## src/rtl/dcmi_pkg.sv

```systemverilog
package dcmi_pkg;
  localparam int NUM_CTX = 2;

  typedef enum logic {
    CTX_EVEN = 1'b0,
    CTX_ODD  = 1'b1
  } ctx_e;
endpackage

```

## src/rtl/dcmi_phase.sv

```systemverilog
module dcmi_phase (
  input  logic clk,
  input  logic rst_n,
  output logic phase_odd
);
  // Slot owner alternates every cycle; the even slot comes first after reset.
  always_ff @(posedge clk) begin
    if (!rst_n) phase_odd <= dcmi_pkg::CTX_EVEN;
    else        phase_odd <= ~phase_odd;
  end
endmodule

```

## src/rtl/dcmi_au_stub.sv

```systemverilog
module dcmi_au_stub #(
  parameter int SW     = 16,
  parameter int AREA_W = 8,
  parameter int DESC_W = 8,
  parameter int LAT    = 3
) (
  input  logic              clk,
  input  logic              rst_n,
  input  logic              in_valid,
  input  logic              in_tag,
  input  logic [2*SW-1:0]   in_state,
  input  logic [AREA_W-1:0] in_area,
  input  logic [3*DESC_W-1:0] in_desc,
  output logic              out_valid,
  output logic              out_tag,
  output logic [2*SW-1:0]   out_state
);
  logic [SW-1:0]     new_hi, new_lo;
  logic [LAT-1:0]    v_q;
  logic [LAT-1:0]    t_q;
  logic [2*SW-1:0]   s_q [LAT];

  // Stand-in for the floating-point cell update.
  always_comb begin
    new_hi = in_state[2*SW-1:SW] + SW'(in_area) + SW'(in_desc[DESC_W-1:0]);
    new_lo = in_state[SW-1:0] + SW'(in_desc[2*DESC_W-1:DESC_W])
           + SW'(in_desc[3*DESC_W-1:2*DESC_W]);
  end

  always_ff @(posedge clk) begin
    if (!rst_n) begin
      v_q <= '0;
    end else begin
      v_q[0] <= in_valid;
      for (int i = 1; i < LAT; i++) v_q[i] <= v_q[i-1];
    end
  end

  always_ff @(posedge clk) begin
    t_q[0] <= in_tag;
    s_q[0] <= {new_hi, new_lo};
    for (int i = 1; i < LAT; i++) begin
      t_q[i] <= t_q[i-1];
      s_q[i] <= s_q[i-1];
    end
  end

  assign out_valid = v_q[LAT-1];
  assign out_tag   = t_q[LAT-1];
  assign out_state = s_q[LAT-1];
endmodule

```

## src/rtl/dcmi_ctx_port.sv

```systemverilog
module dcmi_ctx_port #(
  parameter int W     = 32,
  parameter int DEPTH = 4
) (
  input  logic         clk,
  input  logic         rst_n,
  input  logic         phase_match,
  input  logic         in_valid,
  output logic         in_ready,
  output logic         accept,
  input  logic         wr_en,
  input  logic [W-1:0] wr_data,
  output logic         out_valid,
  input  logic         out_ready,
  output logic [W-1:0] out_data
);
  localparam int AW = (DEPTH > 1) ? $clog2(DEPTH) : 1;
  localparam int CW = $clog2(DEPTH + 1);

  logic [CW-1:0] credit_q, occ_q;
  logic [AW-1:0] wptr_q, rptr_q;
  logic [W-1:0]  mem_q [DEPTH];
  logic          pop;

  function automatic logic [AW-1:0] step(input logic [AW-1:0] p);
    return (p == AW'(DEPTH - 1)) ? '0 : p + AW'(1);
  endfunction

  // Credits cover records in flight plus queued, so the queue cannot overflow.
  assign in_ready  = phase_match && (credit_q < CW'(DEPTH));
  assign accept    = in_valid && in_ready;
  assign out_valid = (occ_q != '0);
  assign pop       = out_valid && out_ready;
  assign out_data  = mem_q[rptr_q];

  always_ff @(posedge clk) begin
    if (!rst_n) begin
      credit_q <= '0;
      occ_q    <= '0;
      wptr_q   <= '0;
      rptr_q   <= '0;
    end else begin
      credit_q <= credit_q + CW'(accept) - CW'(pop);
      occ_q    <= occ_q + CW'(wr_en) - CW'(pop);
      if (wr_en) wptr_q <= step(wptr_q);
      if (pop)   rptr_q <= step(rptr_q);
    end
  end

  always_ff @(posedge clk) begin
    if (wr_en) mem_q[wptr_q] <= wr_data;
  end
endmodule

```

## src/rtl/dcmi_top.sv

```systemverilog
module dcmi_top
  import dcmi_pkg::*;
#(
  parameter int SW     = 16,
  parameter int AREA_W = 8,
  parameter int DESC_W = 8,
  parameter int LAT    = 3,
  parameter int DEPTH  = 4
) (
  input  logic                        clk,
  input  logic                        rst_n,
  input  logic [NUM_CTX-1:0]          in_valid,
  output logic [NUM_CTX-1:0]          in_ready,
  input  logic [NUM_CTX*2*SW-1:0]     in_state,
  input  logic [NUM_CTX*AREA_W-1:0]   in_area,
  input  logic [NUM_CTX*3*DESC_W-1:0] in_desc,
  output logic [NUM_CTX-1:0]          out_valid,
  input  logic [NUM_CTX-1:0]          out_ready,
  output logic [NUM_CTX*2*SW-1:0]     out_state,
  output logic                        phase_odd
);
  localparam int RW = 2 * SW;
  localparam int DW = 3 * DESC_W;

  logic [NUM_CTX-1:0] accept;
  logic               au_v, au_tag;
  logic [RW-1:0]      au_state;
  logic [RW-1:0]      iss_state;
  logic [AREA_W-1:0]  iss_area;
  logic [DW-1:0]      iss_desc;

  dcmi_phase u_phase (
    .clk       (clk),
    .rst_n     (rst_n),
    .phase_odd (phase_odd)
  );

  // Only the slot owner can be accepted, so the phase picks the operand.
  always_comb begin
    iss_state = in_state[(phase_odd ? RW : 0) +: RW];
    iss_area  = in_area[(phase_odd ? AREA_W : 0) +: AREA_W];
    iss_desc  = in_desc[(phase_odd ? DW : 0) +: DW];
  end

  dcmi_au_stub #(
    .SW(SW), .AREA_W(AREA_W), .DESC_W(DESC_W), .LAT(LAT)
  ) u_au (
    .clk       (clk),
    .rst_n     (rst_n),
    .in_valid  (|accept),
    .in_tag    (phase_odd),
    .in_state  (iss_state),
    .in_area   (iss_area),
    .in_desc   (iss_desc),
    .out_valid (au_v),
    .out_tag   (au_tag),
    .out_state (au_state)
  );

  for (genvar c = 0; c < NUM_CTX; c++) begin : g_ctx
    dcmi_ctx_port #(.W(RW), .DEPTH(DEPTH)) u_port (
      .clk         (clk),
      .rst_n       (rst_n),
      .phase_match (phase_odd == 1'(c)),
      .in_valid    (in_valid[c]),
      .in_ready    (in_ready[c]),
      .accept      (accept[c]),
      .wr_en       (au_v && (au_tag == 1'(c))),
      .wr_data     (au_state),
      .out_valid   (out_valid[c]),
      .out_ready   (out_ready[c]),
      .out_data    (out_state[c*RW +: RW])
    );
  end
endmodule

```

## config.mk

```make
export PLATFORM = sky130hd
export DESIGN_NAME = dcmi_top
export DESIGN_NICKNAME = d
export VERILOG_FILES = /design/src/rtl/dcmi_pkg.sv /design/src/rtl/dcmi_phase.sv /design/src/rtl/dcmi_au_stub.sv /design/src/rtl/dcmi_ctx_port.sv /design/src/rtl/dcmi_top.sv
export SDC_FILE = /design/constraint.sdc
export NUM_CORES = 1
export LEC_CHECK = 0
export BUFFER_PORTS_ARGS = -buffer_cell sky130_fd_sc_hd__buf_2
export CORE_MARGIN = 2
export CORE_UTILIZATION = 50
export CTS_CLUSTER_SIZE = 25
export DETAILED_ROUTE_END_ITERATION = 16
export GPL_TIMING_DRIVEN = 1
export PLACE_DENSITY = 0.71
export SKIP_LAST_GASP = 1
export SYNTH_ARGS = -nofsm -noshare
export SYNTH_HDL_FRONTEND = slang
export SYNTH_HIERARCHICAL = 1
export SYNTH_SLANG_ARGS = --single-unit
```

## constraint.sdc

```tcl
create_clock -name clk -period 4.1 [get_ports clk]
set_input_delay 0.205 -clock clk [delete_from_list [all_inputs] [get_ports clk]]
set_output_delay 0.205 -clock clk [all_outputs]
set_load 0.1 [all_outputs]
```

**After elaboration in Yosys (flattened, before gate mapping)**

Memory sizes are Yosys's and may differ from the RTL's. A register that Yosys moved wholly into a read port is not among the register bits.
Index checks and enable logic that the tools add are counted.

- Shift-type cells: 3
- $add $sub $neg: 16
- Bitwise operators: 2
- Reduce and logical (&&, ||, !) cells: 11
- Multiplexer cells: 15
- Magnitude comparators: 2
- Equal/unequal tests: 4

Operator list:

| cell | number |
|---|---|
| 16-bit by 8-bit adder with 16-bit output | 4 |
| 64-bit by 7-bit indexed part select with 32-bit output | 1 |
| 48-bit by 6-bit indexed part select with 24-bit output | 1 |
| 2-bit two-way mux | 8 |
| 16-bit by 5-bit indexed part select with 8-bit output | 1 |
| 3-bit by 1-bit adder with 3-bit output | 4 |
| 3-bit by 1-bit subtractor with 3-bit output | 4 |
| 2-bit by 1-bit adder with 2-bit output, second input constant | 4 |
| 2-bit == test, second input constant | 4 |
| 1-bit logical AND | 8 |
| 3-bit < comparator, second input constant | 2 |
| 6-bit two-way mux | 1 |
| 3-bit nonzero test | 2 |
| 5-bit two-way mux | 1 |
| 1-bit two-way mux | 4 |
| 4-bit two-way mux | 1 |
| 1-bit NOT | 2 |
| 2-bit OR reduction | 1 |

- Bits in writable memories: 352
- Input port bits: 134
- Word-level logic and storage cells: 67
- Memories: 3
- Output and inout bits: 69
- Flip-flop bits (word level): 27

Memory list:

| name | words | width | read ports | clocked after memory_dff | wr ports | line | text |
|---|---|---|---|---|---|---|---|
| g_ctx[0].u_port.mem_q | 4 | 32 | 1 | 1 | 1 | dcmi_ctx_port.sv:22 | `logic [W-1:0] mem_q [DEPTH];` |
| g_ctx[1].u_port.mem_q | 4 | 32 | 1 | 1 | 1 | dcmi_ctx_port.sv:22 |  |
| u_au.s_q | 3 | 32 | 3 | 0 | 3 | dcmi_au_stub.sv:21 | `logic [2*SW-1:0] s_q [LAT];` |

**Longest topological paths before layout**

- Depth in word-level cells: 5
- Depth in mapped cells: 14
- Gate-level depth less buffers: 12

**Hierarchy**

Netlist, hierarchy kept.

By module, submodules not included:

| module | times used | cells an instance | sequential area each (µm²) | area an instance (µm²) |
|---|---|---|---|---|
| dcmi_ctx_port | 2 | 229 | 4,083.9 | 5,312.6 |
| dcmi_au_stub | 1 | 311 | 2,042.0 | 3,702.3 |
| dcmi_top | 1 | 75 | 0.0 | 999.7 |
| dcmi_phase | 1 | 2 | 20.0 | 33.8 |

**Least setup slack after synthesis**

OpenSTA, ideal clock, no wires.

- Path kind: register to register
- Start: reg u_phase.phase_odd
- End: mem u_au/s_q[0][15] (netlist bit)
- Buffers on the path: 1
- Stages on the path, launching flop included: 12
- Clock period less this slack: 3,914 ps
- Slack: 186 ps
- Library setup time: 64 ps
- Required time: 4,036 ps
- Arrival time: 3,850 ps
- Path through: dfxtp_1 -> buf_2 -> mux2_2 -> fa_1 -> ha_1 -> inv_1 -> fa_1 -> nand2b_1 -> a21oi_1 -> o21ai_1 -> or4_1 -> nand4_1

RTL lines:

| item | line | text |
|---|---|---|
| start: declaration | dcmi_phase.sv:4 | `output logic phase_odd` |
| start signal: assignment | dcmi_phase.sv:8 | `if (!rst_n) phase_odd <= dcmi_pkg::CTX_EVEN;` |
| start signal: assignment | dcmi_phase.sv:9 | `else phase_odd <= ~phase_odd;` |
| end: declaration | dcmi_au_stub.sv:21 |  |

==> results.toml <==
[status]
outcome = "completed"

[route]
dr.first_iter.drc_count = 327
viasPerCell = 5.13
route.detailed.drc = 0
totalWireLength_um = 27000
wl_per_cell_um = 18.5
firstDrtPassIters = 4
ant_nets = 0
via_count = 7494

[sta]
hold_violations = 0
tns_ns = 0
slew_viol_final = 0
post-route-period-util = 0.850
grt_setup_unrepaired = "no"
setup_viol = 0
worstMarginPinSlew_ns = 1.03
fmax_mhz = 287
finClkSkew_ns = 0.0180
fin_crit_ns = 3.49
relSlewSlack = 0.316

[floorplanning]
die_y_um = 179
start_util = 0.505
coreArea_um2 = 30400
die_area_um2 = 32100
die_w_um = 179
io_pins = 203
rows = 64

[synthesis]
ys_seq_area_frac = 0.666
synth_edf_count = 256
yosys.area.top_type = "edfxtp_1"
yosysWarnings = 6
ys_seq_elements = 383
synth_cell_types = 55
syn_nets = 1034
synth.cell_area_um2 = 15400
netlist_instances = 846
synthMostInstantiatedCell = "edfxtp_1"
synth_top_flop_cell = "edfxtp_1"
synth_area_leaders = "edfxtp_1 50%, dfxtp_1 17%, mux4_2 8.8%"
async_reset_ff_frac = 0
synth_area_per_cell_um2 = 18.2
synthTopCellsByCount = "256 x edfxtp_1, 127 x dfxtp_1, 60 x mux4_2, 49 x mux2_4, 41 x inv_1"
yosys.area.top_type_share = 0.500

[global_routing]
grt-ovfl-total = 0
grt_max_degree = 38
grt_antenna_before_repair = 0
grt_pass1_vias = 7541
grt_pass1_wl_um = 41800
gr-usage-all-layers = 0.173

[finish]
area_delta_synth_final_pct = 14.9
drive_gt1_frac = 0.390
antenna_cells = 0
final_area_um2 = 17600
final_nets = 1226

[place]
dpl.hpwl_um = 17400
routabilityCongestion = 0.736
port_buffers = 202
dpl_cell_area_um2 = 16400

[worst_hold_path]
hold_path_depth = 3
min_path_type = "primary input to register"

[setup_path]
cp.required_ns = 4.54
arrival_ns = 3.93
worst-path-max-fanout = 37
ff2ff_path_depth = 10
critPathKind = "register to register"
cp-end-kind = "register"
setup.worst_path.start_class = "register"

[flow_run]
max_cap_violations = 0

[clock_network]
post-cts-setup-buffers = 0
cts.hold.buffers_added = 0
cts_resized = 0
cts_buffers = 37
clk_pin_slew_worst_paths_ns = 0.06
htreeDepth = 2
tritoncts = "built"
cts_root_buffer = "clkbuf_16"
clock_latency_ns = 0.51
cts_sinks = 383
cts_max_path_buffers = 3

[pwr]
p_int_mw = 7.75
switching_share = 0.336
leakage_nw = 6.66
pwr-share-clk = 0.283
power.total_mw = 11.7
seq_power_share = 0.455
combPwrFrac = 0.262
p_sw_mw = 3.92
power_density_nw_per_um2 = 661
vdd_drop_max_v = 0.000305
[metrics by stage]
| stage | hold WS (ns) | utilization | std cells | setup WS (ns) |
|---|---|---|---|---|
| finish | 0.0313 | 0.580 | 1462 | 0.614 |
| global route | 0.0214 | 0.580 | 1462 | 0.372 |
| CTS | 0.0116 | 0.580 | 1462 | 0.566 |
| detailed placement | 0.312 | 0.540 | 1395 | 0.593 |
| global placement | 0.311 | 0.540 | 1395 | 0.690 |
| floorplan | 0.310 | - | 846 | 0.186 |
[final timing paths]
| kind | to | slack, ns | from |
|---|---|---|---|
| hold / removal | u_au/s_q[0][30] | 0.03 | in_state[30] |
| setup reg to reg | u_au/s_q[0][15] | 0.61 | u_phase/phase_odd |
| hold reg to reg | u_au/s_q[0][79] | 0.32 | u_au/s_q[0][47] |
| setup / recovery | u_au/s_q[0][15] | 0.61 | u_phase/phase_odd |
[area by class of cell]
class,count,area [µm²]
sequential,383,10200
clock buffer,52,1100
fill,2347,12800
timing repair buffer,210,1070
multi-input combinational,363,4470
inverter,43,161
tap,396,495
clock inverter,15,105
[cell families (layout without fill, tap and decap cells)]
logic type / Yosys count / in the layout / synth area share
flops: 383 / 383 / 0.666
mux: 140 / 140 / 0.162
simple gates: 102 / 102 / 0.0377
buf+inv: 100 / 320 / 0.0436
fa+ha+maj: 54 / 54 / 0.0547
compound gates: 41 / 41 / 0.0179
xor+xnor: 26 / 26 / 0.0186
[power by group through the flow]
stage | Clock, mW | Combinational [mW] | Sequential (mW)
after floorplan | 0 | 3.08 | 5.01
after global placement | 0 | 3.07 | 5.37
after detailed placement | 0 | 3.09 | 5.41
after CTS | 3.38 | 3.10 | 5.33
after global routing | 3.52 | 3.28 | 5.40
final | 3.30 | 3.06 | 5.31
[routing by layer]
layer | wire length [µm] | global-route usage | vias to the layer above
li1 | - | - | 3553
met1 | 12300 | 0.244 | 3686
met2 | 12900 | 0.280 | 215
met3 | 1380 | 0.0286 | 40
met4 | 425 | 0.0440 | 0
met5 | 0 | 0 | -
[cell usage in the layout (no fill, tap or decap), types with 7 or more instances in the layout]
cell type and count:
buf_4 8, clkinv_2 10, dfxtp_1 123, mux2_2 15
xnor2_1 13, ha_1 32, fa_1 22, and2_1 12
mux4_2 60, mux2i_1 12, and2_2 8, a21oi_1 16
nor2_1 12, nand4_1 9, mux2_4 49, edfxtp_1 256
clkbuf_1 7, buf_2 202, nand2_1 21, clkbuf_16 42
xor2_1 9, inv_1 41
[sequential cells by signal, indices dropped and copies added (netlist names), named ones only]
signal	flops
g_ctx.u_port/rptr_q	4
u_phase/phase_odd	1
g_ctx.u_port/wptr_q	4
g_ctx.u_port/mem_q	256
u_au/v_q	3
g_ctx.u_port/occ_q	6
u_au/s_q	96
g_ctx.u_port/credit_q	6
u_au/t_q	3
[worst max-delay path: stages, from the launching register on]
cell	delay (ns)
dfxtp_4	0.72
mux2_2	0.42
fa_1	0.55
ha_1	0.20
inv_1	0.06
fa_1	0.39
nand2b_1	0.17
a21oi_1	0.15
o21ai_1	0.18
or4_1	0.45
nand4_1	0.10
(Power assumes the default switching activity.)
